<file path="config.mk">
export PLATFORM = sky130hd
export DESIGN_NAME = pwm_lockreg
export DESIGN_NICKNAME = d
export VERILOG_FILES = /design/src/rtl/pwm_lockreg.sv
export SDC_FILE = /design/constraint.sdc
export NUM_CORES = 1
export LEC_CHECK = 0
export BUFFER_PORTS_ARGS = -buffer_cell sky130_fd_sc_hd__buf_2
export CAP_MARGIN = 30
export CORE_ASPECT_RATIO = 0.5
export CORE_MARGIN = 1
export CORE_UTILIZATION = 47
export DETAILED_ROUTE_END_ITERATION = 16
export GPL_ROUTABILITY_DRIVEN = 0
export PLACE_DENSITY = 0.69
export SETUP_SLACK_MARGIN = 0.02
export SYNTH_ARGS = -nofsm -noshare
export SYNTH_HDL_FRONTEND = slang
export SYNTH_SLANG_ARGS = --single-unit
</file>
<file path="constraint.sdc">
create_clock -name clk -period 5.03 [get_ports clk]
set_clock_uncertainty 0.15 [all_clocks]
set_input_delay 0.503 -clock clk [delete_from_list [all_inputs] [get_ports clk]]
set_output_delay 0.503 -clock clk [all_outputs]
set_load 0.005 [all_outputs]
</file>
<file path="src/rtl/pwm_lockreg.sv">
module pwm_lockreg #(
  parameter int DW = 32,
  parameter int AW = 4
) (
  input  logic          clk,
  input  logic          rst_n,
  input  logic [AW-1:0] bus_addr,
  input  logic          bus_we,
  input  logic [DW-1:0] bus_wdata,
  output logic [DW-1:0] bus_rdata,
  output logic          pwm_out
);
  localparam int B_EN   = 0;
  localparam int B_CONT = 1;
  localparam int B_DLVL = 3;
  localparam int B_ILVL = 4;
  localparam int B_CTR  = 5;
  localparam int B_LOCK = 6;
  localparam int B_LP   = 8;
  localparam int IW     = AW - 2;

  logic [DW-1:0] ctrl_q, per_stg, duty_stg, per_act, duty_act, cnt;
  logic          dlvl_act, ilvl_act;

  wire [IW-1:0] widx    = bus_addr[AW-1:2];
  wire          running = ctrl_q[B_EN] & ctrl_q[B_CONT] & ~ctrl_q[B_CTR] & ~ctrl_q[B_LP];
  wire          locked  = ctrl_q[B_LOCK];
  wire [DW:0]   cnt_inc = {1'b0, cnt} + 1'b1;
  wire          wrap    = cnt_inc >= {1'b0, per_act};
  wire          commit  = ~locked & (~running | wrap);

  always_ff @(posedge clk or negedge rst_n) begin
    if (!rst_n) begin
      ctrl_q   <= '0;
      per_stg  <= '0;
      duty_stg <= '0;
      per_act  <= '0;
      duty_act <= '0;
      dlvl_act <= 1'b0;
      ilvl_act <= 1'b0;
      cnt      <= '0;
    end else begin
      if (bus_we) begin
        if (widx == IW'(1)) per_stg  <= bus_wdata;
        if (widx == IW'(2)) duty_stg <= bus_wdata;
        if (widx == IW'(3)) ctrl_q   <= bus_wdata;
      end
      if (commit) begin
        per_act  <= per_stg;
        duty_act <= duty_stg;
        dlvl_act <= ctrl_q[B_DLVL];
        ilvl_act <= ctrl_q[B_ILVL];
      end
      cnt <= (!running || wrap) ? '0 : cnt_inc[DW-1:0];
    end
  end

  always_comb begin
    case (widx)
      IW'(0):  bus_rdata = cnt;
      IW'(1):  bus_rdata = per_stg;
      IW'(2):  bus_rdata = duty_stg;
      IW'(3):  bus_rdata = ctrl_q;
      default: bus_rdata = '0;
    endcase
  end

  assign pwm_out = (running && cnt < duty_act) ? dlvl_act : ilvl_act;

  a_r4_stop_holds_zero: assert property (@(posedge clk) disable iff (!rst_n)
    !running |=> cnt == '0);

  a_r4_count_in_range: assert property (@(posedge clk) disable iff (!rst_n)
    (running && per_act != '0) |-> cnt < per_act);

  a_r8_lock_freezes: assert property (@(posedge clk) disable iff (!rst_n)
    locked |=> ($stable(per_act) && $stable(duty_act) && $stable(dlvl_act) && $stable(ilvl_act)));

  a_r7_no_midcycle_change: assert property (@(posedge clk) disable iff (!rst_n)
    (running && cnt_inc < {1'b0, per_act}) |=> ($stable(per_act) && $stable(duty_act)));

  a_r5_zero_duty_idle: assert property (@(posedge clk) disable iff (!rst_n)
    (duty_act == '0) |-> pwm_out == ilvl_act);
endmodule

</file>
# After elaboration in Yosys (flattened, before gate mapping)
# Index checks and enable logic that the tools add are counted.
[classes]
bitwise = 9
n_eq_ne = 3
n_reduce_logical = 7
n_mux = 3
n_lt_le_gt_ge = 2
n_addsub = 1
[ops]
columns = ["operator", "n"]
rows = [
  ["case mux 32 bit (4 select lines)", 1],
  ["adder 32 x 1 -> 33 bit (second input constant)", 1],
  ["greater-or-equal comparator 33 x 32 -> 1 bit", 1],
  ["< comparator 32 bit", 1],
  ["2-to-1 mux 32 bit", 1],
  ["AND reduction 2 bit", 3],
  ["bitwise AND 1 bit", 4],
  ["== test 2 bit (second input constant)", 2],
  ["inverter 1 bit", 4],
  ["== test 2 x 1 -> 1 bit (second input constant)", 1],
  ["zero test 2 bit", 1],
  ["logical AND 1 bit", 1],
  ["zero test 1 bit", 1],
  ["logical OR 1 bit", 1],
  ["2-to-1 mux 1 bit", 1],
  ["bitwise OR 1 bit", 1],
]
[totals]
output_inout_bits = 33
reg_bits = 194
word_cells = 33
inputBits = 39

# Depth between registers and ports, before layout
# Gate-level depths: netlist (run 1).
[depth]
depth_word = 6
mapped_depth = 15
ltp_nobuf = 12

# Least setup slack after synthesis (run 1)
# Ideal clock, no wire load.
[synth_path]
path_type = "reg-to-reg"
from = "register cnt[0]"
to = "register duty_act[22]"
setup_time_ps = 125
setup_slack_ps = 1217
path_buffers = 3
t_arrival_ps = 3538
required_ps = 4755
stages_incl_launch_ff = 16
period_less_slack_ps = 3813
path_cell_list = "dfrtp_1 -> ha_1 -> nand3_1 -> nor3_1 -> clkbuf_1 -> nand3_1 -> xnor2_1 -> ha_1 -> a21o_1 -> a211o_1 -> a31oi_1 -> nand2_1 -> o31ai_2 -> buf_6 -> buf_6 -> mux2_4"
[synth_between]
elab_chain_len = 4
[synth_lines]
columns = ["element", "line_no", "source"]
rows = [
  ["start: declaration", "22", "logic [DW-1:0] ctrl_q, per_stg, duty_stg, per_act, duty_act, cnt;"],
  ["start signal: assignment", "54", "cnt <= (!running || wrap) ? '0 : cnt_inc[DW-1:0];"],
  ["adder 32 x 1 -> 33 bit", "28", "wire [DW:0] cnt_inc = {1'b0, cnt} + 1'b1;"],
  ["greater-or-equal comparator 33 x 32 -> 1 bit", "29", "wire wrap = cnt_inc >= {1'b0, per_act};"],
  ["bitwise OR 1 bit", "30", "wire commit = ~locked & (~running | wrap);"],
  ["bitwise AND 1 bit", "30", ""],
  ["end signal: assignment", "50", "duty_act <= duty_stg;"],
  ["end: declaration", "22", ""],
]
# No other way between the ends.
# A chain may end at the register's enable or synchronous reset.

# Worst setup path in the final report (run 1)
[layout_path]
from = "register cnt[0]"
to = "register duty_act[21]"
# Same word-level chain as after synthesis.

==> impl_metrics.toml, run 1 <==
[final_layout]
area_growth_pct = 12.82
drive_above_1_share = 0.3590
fin_cells = 1175
nets = 973
final_common_cell = "dfrtp_1"
diodes = 0
final_cell_mix = "dfrtp_1, mux2_2, inv_1"

[grt]
grt_max_degree = 107
grt_pass1_wl_mm = 36.14
track_usage = 0.2117
antenna_found_initial = 0
gr-total-overflow = 0
grt_pass1_vias = 6601

[place]
place_ws_ps = 616.3
io_buffers = 69
place_inst = 1143
dpl.hpwl_mm = 14.94

[timing]
max_freq_mhz = 221.1
min_period_ps = 4522
tightest_slew_ps = 853.4
period_share = 0.8990
setup_viol = 0
final_hold_viol_count = 0
relSlewSlack = 0.4311
drv_slew = 0
tns_ps = 0
rsz0062_at_grt = "false"
setup_slack_ps = 507.9

[critical_path]
critPathCaptureType = "flop"
critPathLaunchType = "flop"
critPathMaxFanout = 66
cp.required_ps = 5200
critical_path_class = "reg2reg"
worstPathArrival_ps = 4690

[floorplan]
num_io_pins = 72
dieWidth_um = 210.9
initial_utilization = 0.4889
die_h_um = 106.4
core_sq_um = 20970
rows = 37
die_area_sq_um = 22450

[power]
p_per_area_nw_per_um2 = 420.0
sw_frac_of_total = 0.2871
p_comb_frac = 0.259
pwr-share-seq = 0.453
leakagePower_nw = 5.596
p_int_w = 0.003464
pwr-share-clk = 0.287
max-vdd-ir-drop_v = 0.0002211
p_sw_w = 0.001395

[clock_network]
cts_max_path_buffers = 2
cts_tree = "yes"
cts_hold_buf = 0
postCtsSetupBuffers = 0
cts_sinks = 194
ctsResizeCount = 0
clock-root-buffer = "clkbuf_16"
clk_latency_ps = 430
clk_pin_slew_ps = 70
cts_made_buffers = 17
htreeDepth = 4

[route]
drtIter0Drc = 378
firstDrtPassIters = 5
viasPerCell = 5.455
routed_wl_mm = 21.91
avgRoutedWirePerCell_um = 18.65
via_count = 6410
drc = 0
ant_nets = 0

[synth]
synth_cell_types = 52
yosys_warnings = 0
yosys.area_share.simple = 0.08005
syn_inst = 801
syn_area_per_cell_sq_um = 12.80
ys_seq_area_frac = 0.4735
synth_top_family_by_area = "multiplexers"
synth.net_count = 904
synthMuxAreaShare = 0.2628
synth_compound_area_frac = 0.03941
synth-xor-area-share = 0.02563
syn_area_sq_um = 10250
ys_ff_latch = 194
synthAdderAreaFrac = 0.07810

[flow_run]
max-cap-violations = 0

[min_path]
hold_path_class = "in2async"

[status]
run_status = "completed"
-- routing by layer --
metal  vias to the layer above  GRT usage  wire [um]
met5                         -          0          0
met4                         0    0.04607        182
met3                        13    0.04431        834
met2                       110     0.3248       9953
met1                      3289     0.3087      10940
li1                       2998          -          -
-- metrics by stage --
| stage | util | area, sq um | hold WS [ps] | total power (W) |
|---|---|---|---|---|
| 6_report | 0.5516 | 11570 | 28.23 | 0.004859 |
| 5_1_grt | 0.5516 | 11570 | 82.06 | 0.005140 |
| 4_1_cts | 0.5516 | 11570 | 49.76 | 0.004904 |
| 3_5_place_dp | 0.5229 | 10970 | 338.0 | 0.003479 |
| 3_3_place_gp | 0.5222 | 10950 | 333.2 | 0.003417 |
| 2_1_floorplan | - | 10250 | 57.41 | 0.003113 |
-- cells in the mapped netlist, drive strengths merged --
master,number,area [sq um]
nand4,20,131.4
o221ai,1,8.760
buf,14,92.59
nor3b,4,35.03
o21ba,1,10.01
o21ai,5,25.02
and4,4,35.03
nand3,13,70.07
o211ai,5,37.54
xor2,10,87.58
xnor2,20,175.2
o21a,4,30.03
a311oi,1,8.760
nor4,3,33.78
or4,1,7.510
o31ai,1,12.51
nand2,52,197.7
o2bb2ai,1,8.760
nand4bb,1,11.26
a211oi,3,22.52
o22ai,1,6.260
and3,4,25.02
nor3,10,66.32
ha,64,800.8
mux4,32,720.7
a21o,14,105.1
or2,2,12.51
clkbuf,17,63.81
a21oi,16,80.08
nand3b,2,15.01
nand2b,1,6.260
dfrtp,194,4855
a31oi,2,12.51
or3,1,6.260
a2111oi,2,17.52
mux2,162,1974
nor4b,1,8.760
a221o,1,10.01
and2,2,12.51
a211o,1,8.760
inv,69,259.0
nor2,39,146.4
-- worst max-delay path, cell delays in order, from the launching register on --
cell and delay [ps]:
dfrtp_1 490, nand4_1 290, nor3_4 290, nand3_2 160, or4_1 580, xnor2_1 210, ha_1 280, a211o_1 280
a31oi_1 260, nand2_1 270, o31ai_4 280, buf_12 430, mux2_2 400
-- flip-flops by register name (all words and copies together), names as in the netlist --
register and flops:
cnt 32, ilvl_act 1, per_stg 32, dlvl_act 1
ctrl_q 32, per_act 32, duty_act 32, duty_stg 32
-- area by class of cell --
type / instances / area, sq um
Fill cell: 1738 / 9403
Multi-Input combinational cell: 507 / 4997
Clock buffer: 20 / 446.7
Tap cell: 292 / 365.4
Clock inverter: 12 / 156.4
Timing Repair Buffer: 81 / 489.2
Sequential cell: 194 / 4855
Inverter: 69 / 259.0
-- power by group through the flow --
| stage | Sequential [W] | Combinational (W) | Clock, W |
|---|---|---|---|
| 5_1_grt | 0.00226 | 0.00140 | 0.00149 |
| 2_1_floorplan | 0.00213 | 0.000981 | 0 |
| 4_1_cts | 0.00220 | 0.00127 | 0.00143 |
| 6_report | 0.00220 | 0.00126 | 0.00140 |
| 3_5_place_dp | 0.00222 | 0.00126 | 0 |
| 3_3_place_gp | 0.00221 | 0.00121 | 0 |
-- final timing paths --
path,from,end,slack (ps),depth (start not counted)
min reg2reg,ctrl_q[29],ctrl_q[29],350,1
max in group asynchronous,rst_n,per_stg[0],3740,2
max,cnt[0],duty_act[21],510,12
min,rst_n,ctrl_q[20],30,1
max reg2reg,cnt[0],duty_act[21],510,12
min in group clk,bus_wdata[14],ctrl_q[14],170,2
-- kinds of logic after synthesis --
logic type | Yosys count
mux | 194
compound gates | 59
simple gates | 160
xor+xnor | 30
flops | 194
buf+inv | 100
fa+ha+maj | 64
Note: power is estimated with default switching activity, not from simulation.
==> run 2: changes to the inputs <==
==> constraint.sdc (replaced) <==
create_clock -name clk -period 4.8 [get_ports clk]
set_clock_uncertainty 0.15 [all_clocks]
set_input_delay 0.48 -clock clk [delete_from_list [all_inputs] [get_ports clk]]
set_output_delay 0.48 -clock clk [all_outputs]
set_load 0.005 [all_outputs]
==> run 2 against run 1 <==
Effect of this change:
- hold slack improved by 120 ps
- clock power increased by 12%
- worst setup slack got worse by 210 ps
- cell area up 0.65%
- non-clock buffer count increased by 6
- critical path depth unchanged
- first-iteration DRC count down 10%
- power increased by 6.7%
- sequential share of layout area down 0.27 points
- die area unchanged
- critical endpoint is now duty_act[4]
==> impl_metrics.toml, run 2 (same netlist as run 1, synthesis figures left out) <==
[timing]
min_period_ps = 4503
tightest_slew_ps = 775.4
tns_ps = 0
relSlewSlack = 0.4830
worst_hold_slack_ps = 152.5
period_share = 0.9381
max_freq_mhz = 222.1
setup_viol = 0
drv_slew = 0
final_hold_viol_count = 0
rsz0062_at_grt = "false"

[grt]
track_usage = 0.2115
grt_pass1_vias = 6753
gr-total-overflow = 0
grt_pass1_wl_mm = 36.26
grt_max_degree = 96
antenna_found_initial = 0

[critical_path]
worstReg2RegStart = "cnt[13]"
ff2ff_setup_slack_ps = 300
critical_path_class = "reg2reg"
r2r_cells = 12
crit_path_end = "duty_act[4]"
critPathLaunchType = "flop"
crit_start = "cnt[13]"
r2r_end = "duty_act[4]"
worstPathCellList = "nand2_2 -> nor3_2 -> nand3_2 -> or4_1 -> xnor2_1 -> ha_1 -> a211o_1 -> a31oi_1 -> nand2_1 -> o31ai_4 -> buf_4 -> mux2_2"
critPathCaptureType = "flop"
cp.required_ps = 4960
critPathMaxFanout = 31
max_stage_delay_ps = 600
worstPathArrival_ps = 4660
crit_path_top_delay_cell = "or4_1"

[clock_network]
clk_latency_ps = 440
htreeDepth = 4
cts_max_path_buffers = 2
postCtsSetupBuffers = 0
cts_sinks = 194
clock-root-buffer = "clkbuf_16"
cts_made_buffers = 17
cts_tree = "yes"
clk_pin_slew_ps = 70

[place]
io_buffers = 69
dpl.hpwl_mm = 15.20
place_inst = 1147

[final_layout]
regArea_sq_um = 4855
multi_input_area_sq_um = 4997
fin_cells = 1180
diodes = 0
area_growth_pct = 13.56
utilization = 0.5552
final_common_cell = "dfrtp_1"
final_cell_mix = "dfrtp_1, mux2_2, inv_1"
drive_above_1_share = 0.3637
num-fill-cells = 1716
nets = 979

[power]
sw_frac_of_total = 0.2812
p_per_area_nw_per_um2 = 445.4
p_int_w = 0.003728
leakagePower_nw = 5.653
power_w = 0.005186
p_sw_w = 0.001458
pwr-share-clk = 0.302
pwr-share-seq = 0.445
max-vdd-ir-drop_v = 0.0002075
p_comb_frac = 0.253

[route]
ant_nets = 0
drtIter0Drc = 340
firstDrtPassIters = 5
viasPerCell = 5.469
routed_wl_mm = 21.93
avgRoutedWirePerCell_um = 18.58
drc = 0
via_count = 6453

[floorplan]
die_h_um = 106.4
initial_utilization = 0.4889
dieWidth_um = 210.9
rows = 37
die_area_sq_um = 22450
core_sq_um = 20970
num_io_pins = 72

[min_path]
whs_path_depth = 2
hold_path_class = "in2reg"

[flow_run]
max-cap-violations = 0

[status]
run_status = "completed"
-- run 2: final cells by class --
class / count / area share
timing repair buffer: 87 / 0.04470
clock inverter: 13 / 0.01784
inverter: 69 / 0.02224
clock buffer: 18 / 0.03772
tap: 292 / 0.03138
sequential: 194 / 0.4169
multi-input combinational: 507 / 0.4292
-- run 2: metal layers --
layer	vias up	GRT usage	routed length [um]
li1	3002	-	-
met3	17	0.04461	840
met4	0	0.05228	242
met1	3331	0.3073	10820
met5	-	0	0
met2	103	0.3227	10020
-- run 2: worst max-delay path, delay by kind of cell, from the launching register on --
| family | cells | cell delay (ps) |
|---|---|---|
| buffers and inverters | 1 | 500 |
| multiplexers | 1 | 400 |
| XOR/XNOR | 1 | 200 |
| AND/OR/NAND/NOR | 5 | 1560 |
| flip-flops | 1 | 510 |
| adder cells (fa/ha/maj) | 1 | 270 |
| AO/OA/AOI/OAI | 3 | 780 |
-- run 2: what timing repair did --
action | CTS | global route
hold endpoints to repair | 16 | 0
resized for setup | 0 | 1
hold buffers | 1 | 0
setup endpoints to repair | 0 | 17
-- run 2: worst min-delay path by stage --
stage,startpoint,to,slack [ps]
floorplan,rst_n,cnt[0],30
global route,bus_wdata[30],per_stg[30],140
global placement,ctrl_q[25],ctrl_q[25],330
finish,bus_wdata[16],ctrl_q[16],150
CTS,bus_wdata[16],ctrl_q[16],140
detailed placement,ctrl_q[20],ctrl_q[20],340
-- run 2: per-stage QoR --
stage                     instance area (sq um)  worst slack [ps]
after CTS                                 11620             275.5
after global routing                      11640             47.92
after detailed placement                  10960             326.3
after floorplan                           10250             986.8
final                                     11640             297.0
after global placement                    10960             428.8
-- run 2: power by group through the flow --
| stage | registers [W] | logic [W] | clock network, W |
|---|---|---|---|
| 2_1_floorplan | 0.00223 | 0.00103 | 0 |
| 3_3_place_gp | 0.00231 | 0.00127 | 0 |
| 3_5_place_dp | 0.00233 | 0.00131 | 0 |
| 4_1_cts | 0.00231 | 0.00132 | 0.00160 |
| 5_1_grt | 0.00236 | 0.00146 | 0.00166 |
| 6_report | 0.00231 | 0.00131 | 0.00157 |
